==> src/rtl/irq_route_pkg.sv <==
package irq_route_pkg;
  // Field positions in the register data word
  localparam int CPU_LSB  = 8;
  localparam int VEC_LSB  = 0;
  localparam int MASK_BIT = 2;
  localparam int CLR_BIT  = 1;
  localparam int PEND_BIT = 0;
  // Low address bits below the 8-byte word
  localparam int WORD_SHIFT = 3;

  typedef enum logic {
    BANK_ROUTE = 1'b0,
    BANK_CTRL  = 1'b1
  } bank_e;
endpackage

==> src/rtl/irq_reg_decode.sv <==
module irq_reg_decode
  import irq_route_pkg::*;
#(
  parameter int N_SRC  = 8,
  parameter int ADDR_W = 10,
  localparam int IDX_W = ADDR_W - 1 - WORD_SHIFT
) (
  input  logic              reg_wr,
  input  logic [ADDR_W-1:0] reg_addr,
  output logic [N_SRC-1:0]  wr_route,
  output logic [N_SRC-1:0]  wr_ctrl,
  output logic [IDX_W-1:0]  idx,
  output logic              in_range,
  output bank_e             bank
);
  logic unused_low_addr;
  assign unused_low_addr = ^reg_addr[WORD_SHIFT-1:0];

  always_comb begin
    idx      = reg_addr[ADDR_W-2:WORD_SHIFT];
    bank     = bank_e'(reg_addr[ADDR_W-1]);
    in_range = (32'(idx) < N_SRC);
  end

  for (genvar i = 0; i < N_SRC; i++) begin : g_strobe
    always_comb begin
      wr_route[i] = reg_wr && (bank == BANK_ROUTE) && (idx == IDX_W'(i));
      wr_ctrl[i]  = reg_wr && (bank == BANK_CTRL)  && (idx == IDX_W'(i));
    end
  end
endmodule

==> src/rtl/irq_entry.sv <==
module irq_entry
  import irq_route_pkg::*;
#(
  parameter int CPU_W = 5,
  parameter int VEC_W = 6
) (
  input  logic             clk,
  input  logic             rst_n,
  input  logic             irq_line,
  input  logic             grant,
  input  logic             wr_route,
  input  logic             wr_ctrl,
  input  logic [CPU_W-1:0] wr_cpu,
  input  logic [VEC_W-1:0] wr_vec,
  input  logic             wr_mask,
  input  logic             wr_clr,
  output logic             req,
  output logic [CPU_W-1:0] cpu,
  output logic [VEC_W-1:0] vec,
  output logic             mask,
  output logic             pend
);
  always_ff @(posedge clk) begin
    if (!rst_n) begin
      cpu <= '0;
      vec <= '0;
    end else if (wr_route) begin
      cpu <= wr_cpu;
      vec <= wr_vec;
    end
  end

  // Acceptance outranks a same-edge control write
  always_ff @(posedge clk) begin
    if (!rst_n) begin
      mask <= 1'b1;
      pend <= 1'b0;
    end else if (grant) begin
      mask <= 1'b1;
      pend <= 1'b1;
    end else if (wr_ctrl) begin
      mask <= wr_mask;
      if (wr_clr) pend <= 1'b0;
    end
  end

  assign req = irq_line && !mask;


  accept_sets_chk: assert property (@(posedge clk) disable iff (!rst_n)
    grant |=> (mask && pend));

  grant_unmasked_chk: assert property (@(posedge clk) disable iff (!rst_n)
    grant |-> !mask);

  pend_rise_chk: assert property (@(posedge clk) disable iff (!rst_n)
    $rose(pend) |-> $past(grant));

  clear_pend_chk: assert property (@(posedge clk) disable iff (!rst_n)
    (wr_ctrl && wr_clr && !grant) |=> !pend);

  mask_hold_chk: assert property (@(posedge clk) disable iff (!rst_n)
    (mask && !wr_ctrl) |=> mask);

  collide_chk: assert property (@(posedge clk) disable iff (!rst_n)
    (grant && wr_ctrl) |=> (mask && pend));
endmodule

==> src/rtl/irq_post_arb.sv <==
module irq_post_arb #(
  parameter int N_SRC = 8,
  parameter int CPU_W = 5,
  parameter int VEC_W = 6
) (
  input  logic                         clk,
  input  logic                         rst_n,
  input  logic [N_SRC-1:0]             req,
  input  logic [N_SRC-1:0][CPU_W-1:0]  cpu_arr,
  input  logic [N_SRC-1:0][VEC_W-1:0]  vec_arr,
  output logic [N_SRC-1:0]             grant,
  output logic                         post_valid,
  output logic [CPU_W-1:0]             post_cpu,
  output logic [VEC_W-1:0]             post_vec
);
  logic             any_grant;
  logic [CPU_W-1:0] sel_cpu;
  logic [VEC_W-1:0] sel_vec;

  // Fixed priority, lowest index first
  always_comb begin
    logic found;
    found = 1'b0;
    grant = '0;
    for (int i = 0; i < N_SRC; i++) begin
      if (req[i] && !found) begin
        grant[i] = 1'b1;
        found    = 1'b1;
      end
    end
    any_grant = found;
  end

  always_comb begin
    sel_cpu = '0;
    sel_vec = '0;
    for (int i = 0; i < N_SRC; i++) begin
      if (grant[i]) begin
        sel_cpu = sel_cpu | cpu_arr[i];
        sel_vec = sel_vec | vec_arr[i];
      end
    end
  end

  always_ff @(posedge clk) begin
    if (!rst_n) begin
      post_valid <= 1'b0;
      post_cpu   <= '0;
      post_vec   <= '0;
    end else begin
      post_valid <= any_grant;
      if (any_grant) begin
        post_cpu <= sel_cpu;
        post_vec <= sel_vec;
      end
    end
  end


  post_follows_grant_chk: assert property (@(posedge clk) disable iff (!rst_n)
    (|req) |=> post_valid);

  post_needs_req_chk: assert property (@(posedge clk) disable iff (!rst_n)
    post_valid |-> $past(|req));

  for (genvar i = 1; i < N_SRC; i++) begin : g_prio

    lowest_wins_chk: assert property (@(posedge clk) disable iff (!rst_n)
      grant[i] |-> (req[i-1:0] == '0));
  end
endmodule

==> src/rtl/irq_route_ctrl.sv <==
module irq_route_ctrl
  import irq_route_pkg::*;
#(
  parameter int N_SRC  = 8,
  parameter int ADDR_W = 10,
  parameter int DATA_W = 32,
  parameter int CPU_W  = 5,
  parameter int VEC_W  = 6
) (
  input  logic              clk,
  input  logic              rst_n,
  input  logic [N_SRC-1:0]  irq_in,
  input  logic              reg_wr,
  input  logic              reg_rd,
  input  logic [ADDR_W-1:0] reg_addr,
  input  logic [DATA_W-1:0] reg_wdata,
  output logic [DATA_W-1:0] reg_rdata,
  output logic              post_valid,
  output logic [CPU_W-1:0]  post_cpu,
  output logic [VEC_W-1:0]  post_vec
);
  localparam int IDX_W = ADDR_W - 1 - WORD_SHIFT;

  logic [N_SRC-1:0]            wr_route, wr_ctrl, req, grant, mask, pend;
  logic [N_SRC-1:0][CPU_W-1:0] cpu_arr;
  logic [N_SRC-1:0][VEC_W-1:0] vec_arr;
  logic [IDX_W-1:0]            idx;
  logic                        in_range;
  bank_e                       bank;
  logic [CPU_W-1:0]            wr_cpu;
  logic [VEC_W-1:0]            wr_vec;
  logic [DATA_W-1:0]           rd_value;
  logic                        unused_wdata;

  assign wr_cpu       = reg_wdata[CPU_LSB +: CPU_W];
  assign wr_vec       = reg_wdata[VEC_LSB +: VEC_W];
  assign unused_wdata = ^reg_wdata;

  irq_reg_decode #(.N_SRC(N_SRC), .ADDR_W(ADDR_W)) u_dec (
    .reg_wr   (reg_wr),
    .reg_addr (reg_addr),
    .wr_route (wr_route),
    .wr_ctrl  (wr_ctrl),
    .idx      (idx),
    .in_range (in_range),
    .bank     (bank)
  );

  for (genvar i = 0; i < N_SRC; i++) begin : g_ent
    irq_entry #(.CPU_W(CPU_W), .VEC_W(VEC_W)) u_ent (
      .clk      (clk),
      .rst_n    (rst_n),
      .irq_line (irq_in[i]),
      .grant    (grant[i]),
      .wr_route (wr_route[i]),
      .wr_ctrl  (wr_ctrl[i]),
      .wr_cpu   (wr_cpu),
      .wr_vec   (wr_vec),
      .wr_mask  (reg_wdata[MASK_BIT]),
      .wr_clr   (reg_wdata[CLR_BIT]),
      .req      (req[i]),
      .cpu      (cpu_arr[i]),
      .vec      (vec_arr[i]),
      .mask     (mask[i]),
      .pend     (pend[i])
    );
  end

  irq_post_arb #(.N_SRC(N_SRC), .CPU_W(CPU_W), .VEC_W(VEC_W)) u_arb (
    .clk        (clk),
    .rst_n      (rst_n),
    .req        (req),
    .cpu_arr    (cpu_arr),
    .vec_arr    (vec_arr),
    .grant      (grant),
    .post_valid (post_valid),
    .post_cpu   (post_cpu),
    .post_vec   (post_vec)
  );

  always_comb begin
    rd_value = '0;
    for (int i = 0; i < N_SRC; i++) begin
      if (in_range && idx == IDX_W'(i)) begin
        if (bank == BANK_ROUTE) begin
          rd_value[CPU_LSB +: CPU_W] = cpu_arr[i];
          rd_value[VEC_LSB +: VEC_W] = vec_arr[i];
        end else begin
          rd_value[MASK_BIT] = mask[i];
          rd_value[PEND_BIT] = pend[i];
        end
      end
    end
  end

  always_ff @(posedge clk) begin
    if (!rst_n)      reg_rdata <= '0;
    else if (reg_rd) reg_rdata <= rd_value;
  end


  rdata_hold_chk: assert property (@(posedge clk) disable iff (!rst_n)
    !reg_rd |=> $stable(reg_rdata));

  oob_read_zero_chk: assert property (@(posedge clk) disable iff (!rst_n)
    (reg_rd && !in_range) |=> (reg_rdata == '0));

  masked_no_grant_chk: assert property (@(posedge clk) disable iff (!rst_n)
    (grant & mask) == '0);
endmodule

==> config.mk <==
export PLATFORM = sky130hd
export DESIGN_NAME = irq_route_ctrl
export DESIGN_NICKNAME = d
export VERILOG_FILES = /design/src/rtl/irq_route_pkg.sv /design/src/rtl/irq_reg_decode.sv /design/src/rtl/irq_entry.sv /design/src/rtl/irq_post_arb.sv /design/src/rtl/irq_route_ctrl.sv
export SDC_FILE = /design/constraint.sdc
export NUM_CORES = 1
export LEC_CHECK = 0
export ABC_CLOCK_PERIOD_IN_PS = 3000
export BUFFER_PORTS_ARGS = -buffer_cell sky130_fd_sc_hd__buf_2
export CORE_UTILIZATION = 45
export CTS_CLUSTER_SIZE = 40
export DETAILED_ROUTE_END_ITERATION = 8
export GPL_TIMING_DRIVEN = 0
export PLACE_DENSITY = 0.72
export SLEW_MARGIN = 15
export SYNTH_ARGS = -nofsm -noshare
export SYNTH_HDL_FRONTEND = slang
export SYNTH_SLANG_ARGS = --single-unit
export TNS_END_PERCENT = 1
==> constraint.sdc <==
create_clock -name clk -period 3 [get_ports clk]
set_input_delay 0.75 -clock clk [delete_from_list [all_inputs] [get_ports clk]]
set_output_delay 0.75 -clock clk [all_outputs]
set_load 0.02 [all_outputs]
==> key figures, run 1 <==
Yosys
  • Synth Instances: 807
  • Top FF cell, synth: dfxtp_1
  • Distinct cell type count after synthesis: 47
  • Sequential cell area fraction in the yosys report: 41.01%
  • Post-Syn Area per Cell: slightly below 8 um^2
  • Async set-reset flop share out of synthesis: 0%
  • Mapped Area: just over 6000 um^2
  • Yosys warns: 0
  • Post-synth EDFFs: 0
  • Seq cells post-synth: about 130

Power
  • Leak: between 2 and 3 nW
  • Power Dens Cells: 572.4 nW/um^2
  • Peak supply drop: between 0.0004 and 0.0005 V
  • Tot Pwr: 4.197 mW

Detailed routing
  • Met2 Routed Length: 9.449 mm
  • Drt first pass iters: 7
  • Drt drc: 0
  • Final WL: about 21 mm
  • Routed wire length per instance: roughly 20 um
  • Routed met3 length: ~2.4 mm
  • Vias per cell: just over 6
  • Max layer used: met4
  • Wire length on met1: roughly 8.6 mm
  • Number of routed nets with antenna violations: 0
  • Via count: approximately 6500
  • Initial DRC count: 990

Place
  • Port Buf Inserts: 38
  • Gpl congestion: 0.9446
  • Pre-CTS setup slack: about 0.27 ns
  • Final HPWL DP: 15.16 mm
  • Placed cells: around 1000

Global routing
  • Initial antenna violation count: 0
  • First-pass GRT wire length: about 32 mm
  • GRT Util Overall: ~30%
  • Remaining global-route overflow: 0
  • Vias in the first global route: 5851
  • Largest net degree at the start of global routing: 17

Timing
  • Achievable Freq: between 400 and 500 MHz
  • Final min period: between 2 and 2.5 ns
  • Unrepaired setup endpoints after global routing: false
  • Worst slew pin tran: ~0.89 ns
  • Hold Vio Cnt, Final: 0
  • Skew final: 0.005675 ns
  • Setup Total Neg Slack: 0 ns
  • Setup Viol. Count Final: 0
  • Slew Limit Fails: 0
  • Relative slew slack: approximately two fifths
  • Post-route clock period utilization: approximately 80%
  • Fin worst setup slack: between 0.5 and 0.6 ns

Setup path
  • Worst path max stage delay: ~0.66 ns
  • Critical Path Start Type: input pin
  • WS Path Type: in -> reg
  • WP data arrival: between 2 and 3 ns
  • Setup crit end kind: register
  • CP Data Required Time: 3.28 ns
  • Crit path launch: reg_addr[6]
  • CP max stage cell: nor3b_2
  • FF-to-FF Start: g_ent[0].u_ent.mask
  • Critical Path Fanout Max: 10
  • Critical Path, Cell by Cell: buf_2, nor3b_2, and2_1, buf_2, nand2_1, clkbuf_1, nand2_1, a21oi_1

Final layout
  • FF+latch area: approximately 2500 um^2
  • Area of the multi-input gates: 3208 um^2
  • Filler cells: roughly 1300
  • Layout Cells excl Fill: ~1100
  • Fraction of layout cells with a size suffix above 1: 15.05%
  • Total Nets Final: 938
  • N_diodes: 0
  • Area Growth Syn to Fin: 18.28%

Hold path
  • HP Class: reg -> reg
  • Hold wc startpoint: g_ent[5].u_ent.vec[2]

Floorplanning
  • Starting density of the core: about 46%
  • Core ar.: about 13000 um^2
  • Cell row count: between 40 and 50
  • Num ports: a little under 100
  • Die H: between 100 and 150 um
  • Die boundary width: around 120 um
  • DIE AREA: 14250 um^2

Clock tree
  • CTS Buf Count: 17
  • Setup Fix Bufs, Post-CTS: 0
  • Clock Latency Late Sink: between 0.4 and 0.5 ns
  • CTS Hold Bufs: 0
  • Sink Count: 127
  • Post-cts sizing count: 0
  • CTS tree: built
  • H-tree levels: 4
  • Reg clk slew, reported paths: about 0.060 ns
  • Clock root cell: clkbuf_16
  • CTS Buffer Depth: 2

Outcome
  • Status: finished, final reports clean

Job
  • Maxcap violations: 0
[metrics by stage]
stage,util [%],instance area (um^2),hold slack [ns]
final,54.94,7333,0.4535
after global routing,54.94,7333,0.4665
after CTS,54.94,7333,0.4540
after detailed placement,50.08,6685,0.4467
after global placement,50.08,6685,0.4421
after floorplan,-,6275,0.4363
[sequential cells by signal (all words and copies together), names as in the netlist]
signal,flops
g_ent.u_ent.cpu,40
g_ent.u_ent.mask,8
g_ent.u_ent.pend,8
g_ent.u_ent.vec,48
reg_rdata,11
u_arb.post_cpu,5
u_arb.post_valid,1
u_arb.post_vec,6
[worst max-delay path: cells and delay by family]
| kind | cells | cell delay (ns) |
|---|---|---|
| and+or+nand+nor | 4 | 1.15 |
| buffers and inverters | 3 | 0.71 |
| AOI/OAI and AO/OA | 1 | 0.08 |
[placed cells by master (no fill, tap or decap), drive strengths merged, types with 5 or more instances in the layout]
cell type  Yosys  layout
clkbuf        33      58
o211a         11      11
nand4         17      17
buf           57      95
nor3           5       5
a222oi        16      16
nand2b         8       8
a21oi         88      88
nor2b          9       9
inv           15      15
a22o           8       8
dfxtp        127     127
nand2        211     211
a41oi          9       9
nor2          39      39
conb           1      21
nand3         20      20
and2           6       6
nor3b          8       8
o2111ai        7       7
o22ai          8       8
mux2i         22      22
o21ai         43      43
a22oi          7       7
[report_power, final]
part	switching [mW]	internal, mW	leakage (nW)	total, mW
Combinational	0.182	0.0712	1.28	0.253
Sequential	0.00570	1.70	1.02	1.70
Clock	0.778	1.47	0.312	2.24
Total	0.965	3.23	2.62	4.20
[cell families after synthesis]
kind of cell | after synthesis | share of synthesized area [%]
other | 1 | 0.06049
AND/OR/NAND/NOR | 333 | 23.79
buffers and inverters | 105 | 8.456
AO/OA/AOI/OAI | 217 | 22.76
multiplexers | 24 | 3.915
flip-flops | 127 | 41.01
[worst paths after layout]
kind,endpoint,depth (start not counted),slack (ns)
worst min-delay path,g_ent[5].u_ent.vec[2],2,0.45
worst min register to register,g_ent[5].u_ent.vec[2],2,0.45
worst max-delay path,g_ent[5].u_ent.vec[1],8,0.58
worst max register to register,u_arb.post_vec[4],6,0.64
[layer usage]
metal  vias to the layer above  track usage (%)
met4                         0            13.59
met5                         -                0
met1                      3018            40.01
met2                       450            46.18
met3                        83            7.088
li1                       2954                -
[layout make-up]
type                    instances  share of cell area [%]
well taps                     176                   3.003
repair buffers                 38                   2.593
multi-input cells             595                   43.75
flip-flops and latches        127                   34.67
inverters                      15                  0.7678
clock buffers                  25                   7.166
clock inverters                 7                   1.672
plain buffers                  90                   6.381
[synthesized netlist by cell type, types with 3 or more instances]
cell type,n,area share [%]
a222oi_1,16,2.6
o22ai_1,8,0.81
nor2b_1,9,0.91
nor3_1,4,0.32
nand4_1,17,1.7
o21ai_0,43,3.5
o211a_1,11,1.8
nand2_1,209,13
a21oi_1,88,7.1
o2111ai_1,7,0.99
a22o_1,8,1.1
nor3b_1,6,0.73
dfxtp_1,127,41
a32oi_1,3,0.42
buf_4,24,2.9
nor2_1,39,2.4
and2_1,6,0.61
inv_1,15,0.91
a41oi_1,9,1.3
clkbuf_1,33,2.0
nand3_1,20,1.6
buf_2,32,2.6
mux2i_1,22,3.6
a22oi_1,7,0.85
o221ai_1,4,0.57
nand2b_1,8,0.81
Note: power is estimated with default switching activity, not from simulation.
==> inputs of run 2 (changes only) <==
--- a/config.mk
+++ b/config.mk
@@ -5,7 +5,7 @@
 export SDC_FILE = /design/constraint.sdc
 export NUM_CORES = 1
 export LEC_CHECK = 0
-export ABC_CLOCK_PERIOD_IN_PS = 3000
+export ABC_CLOCK_PERIOD_IN_PS = 2300
 export BUFFER_PORTS_ARGS = -buffer_cell sky130_fd_sc_hd__buf_2
 export CORE_UTILIZATION = 45
 export CTS_CLUSTER_SIZE = 40
==> constraint.sdc (replaced) <==
create_clock -name clk -period 2.3 [get_ports clk]
set_input_delay 0.575 -clock clk [delete_from_list [all_inputs] [get_ports clk]]
set_output_delay 0.575 -clock clk [all_outputs]
set_load 0.02 [all_outputs]
==> key figures, run 2 (synthesized netlist as in run 1, its figures left out) <==
Floorplanning
  • Starting density of the core: 46.45% (unchanged)
  • Num ports: 98 (unchanged)
  • Core ar.: 13350 um^2 (unchanged)
  • Die H: 119.4 um (unchanged)
  • Die boundary width: 119.4 um (unchanged)
  • Cell row count: 42 (unchanged)
  • DIE AREA: 14250 um^2 (unchanged)

Final layout
  • Max reg flops: 48 (unchanged)
  • Most frequent cells in the layout: nand2_1, dfxtp_1, a21oi_1
  • Fraction of layout cells with a size suffix above 1: 15.38% (+0.33 points)
  • Top flop regs: g_ent.u_ent.vec x48, g_ent.u_ent.cpu x40, reg_rdata x11
  • Layout Cells excl Fill: 1073 (unchanged)
  • Largest Register: g_ent.u_ent.vec
  • N_diodes: 0 (unchanged)
  • Total Nets Final: 938 (unchanged)
  • Filler cells: 1303 (unchanged)
  • Area Growth Syn to Fin: 18.49%
  • Final core utilization: 55.03% (+0.094 points)
  • Most common cell after layout, fill and taps aside: nand2_1
  • Final instance area: 7346 um^2 (+0.17%)

Job
  • Maxcap violations: 0 (unchanged)

Timing
  • Achievable Freq: about 450 MHz
  • Fin worst setup slack: 0.07669 ns (-0.5077 ns)
  • Skew final: 0.005898 ns (+0.0002230 ns)
  • Hold Vio Cnt, Final: 0 (unchanged)
  • Setup Viol. Count Final: 0 (unchanged)
  • Final min period: roughly 2.2 ns
  • Unrepaired setup endpoints after global routing: false
  • Slew Limit Fails: 0 (unchanged)
  • Worst hold margin: 0.4548 ns (+0.001334 ns)
  • Worst slew pin tran: 0.9005 ns (+0.01094 ns)
  • Setup Total Neg Slack: 0 ns (unchanged)
  • Relative slew slack: 39.97% (-0.73 points)
  • Post-route clock period utilization: a little over nine tenths

Setup path
  • Critical Path Start Type: register
  • WS Path Type: reg -> reg
  • Setup crit end kind: register
  • FF-to-FF setup slack: 0.08 ns (-0.56 ns)
  • WP data arrival: 2.57 ns (-0.13 ns)
  • CP Data Required Time: 2.65 ns (-0.63 ns)
  • Critical Path Fanout Max: 10 (unchanged)

Place
  • Pre-CTS setup slack: -0.2543 ns (-0.5250 ns)
  • Final HPWL DP: 15.16 mm (unchanged)
  • Placed cell areas: 6685 um^2 (unchanged)
  • Port Buf Inserts: 38 (unchanged)
  • Placed cells: 1041 (unchanged)
  • Gpl congestion: 0.9446 (unchanged)

Detailed routing
  • Number of routed nets with antenna violations: 0 (unchanged)
  • Initial DRC count: 1133 (+14%)
  • Vias per cell: 6.096 (+0.55%)
  • Drt drc: 11 (+11)
  • Via count: 6541 (+0.55%)
  • Routed wire length per instance: 19.86 um (about the same)
  • Drt first pass iters: 9 (+2)
  • Final WL: 21.31 mm (about the same)

Global routing
  • Largest net degree at the start of global routing: 17 (unchanged)
  • Remaining global-route overflow: 0 (unchanged)
  • First-pass GRT wire length: 32.38 mm (-0.17%)
  • GRT Util Overall: 30.08% (about the same)
  • Vias in the first global route: 5862 (+0.19%)
  • Initial antenna violation count: 0 (unchanged)

Outcome
  • Violated checks: DRC
  • Status: complete, but fails checks

Clock tree
  • Clock Latency Late Sink: 0.43 ns (about the same)
  • H-tree levels: 4 (unchanged)
  • CTS Hold Bufs: 0 (unchanged)
  • Clock root cell: clkbuf_16
  • CTS Buffer Depth: 2 (unchanged)
  • Reg clk slew, reported paths: 0.06 ns (about the same)
  • CTS Buf Count: 17 (unchanged)
  • Sink Count: 127 (unchanged)
  • CTS tree: built

Hold path
  • HP Class: reg -> reg

Power
  • Tot Pwr: 5.472 mW (+30%)
  • Peak supply drop: 0.0005759 V (+30%)
  • Power Dens Cells: 745.0 nW/um^2 (+30%)
  • Leak: 2.621 nW (+0.14%)
==> run 2: cell type report <==
| type | count | area (um^2) | share of cell area, % |
|---|---|---|---|
| multi-input combinational | 595 | 3221 | 43.84 |
| sequential | 127 | 2542 | 34.61 |
| clock buffer | 25 | 525.5 | 7.154 |
| buffer | 90 | 467.9 | 6.370 |
| tap | 176 | 220.2 | 2.998 |
| timing repair buffer | 38 | 190.2 | 2.589 |
| clock inverter | 7 | 122.6 | 1.669 |
| inverter | 15 | 56.30 | 0.7665 |
==> run 2: routing by layer <==
metal  global-route usage, %  part of all wire, %
met5                       0                    0
met4                   14.61                  4.1
met3                   6.466                   12
met1                   39.89                   40
met2                   46.26                   45
==> run 2: power by group <==
| group | internal (mW) | switching [mW] |
|---|---|---|
| sequential | 2.21 | 0.00741 |
| clock | 1.91 | 1.01 |
| combinational | 0.0930 | 0.237 |
==> run 2: path summary, 6_finish.rpt <==
check                          endpoint                  start  cells past startpoint
setup / recovery      u_arb.post_vec[3]    g_ent[0].u_ent.mask                      6
setup reg to reg      u_arb.post_vec[3]    g_ent[0].u_ent.mask                      6
hold reg to reg   g_ent[5].u_ent.vec[2]  g_ent[5].u_ent.vec[2]                      2
hold / removal    g_ent[5].u_ent.vec[2]  g_ent[5].u_ent.vec[2]                      2
==> run 2: repair_timing <==
item / CTS / global route
resized for setup: 0 / 3
hold endpoints to repair: 0 / 0
buffers inserted: 0 / 0
setup endpoints to repair: 0 / 10
==> run 2: critical path, stage by stage (launching register included) <==
cell and delay, ns:
dfxtp_1 0.39, nor2b_2 0.11, nor3_1 0.49, clkbuf_1 0.52, a222oi_1 0.20, o211a_1 0.21, a41oi_1 0.21
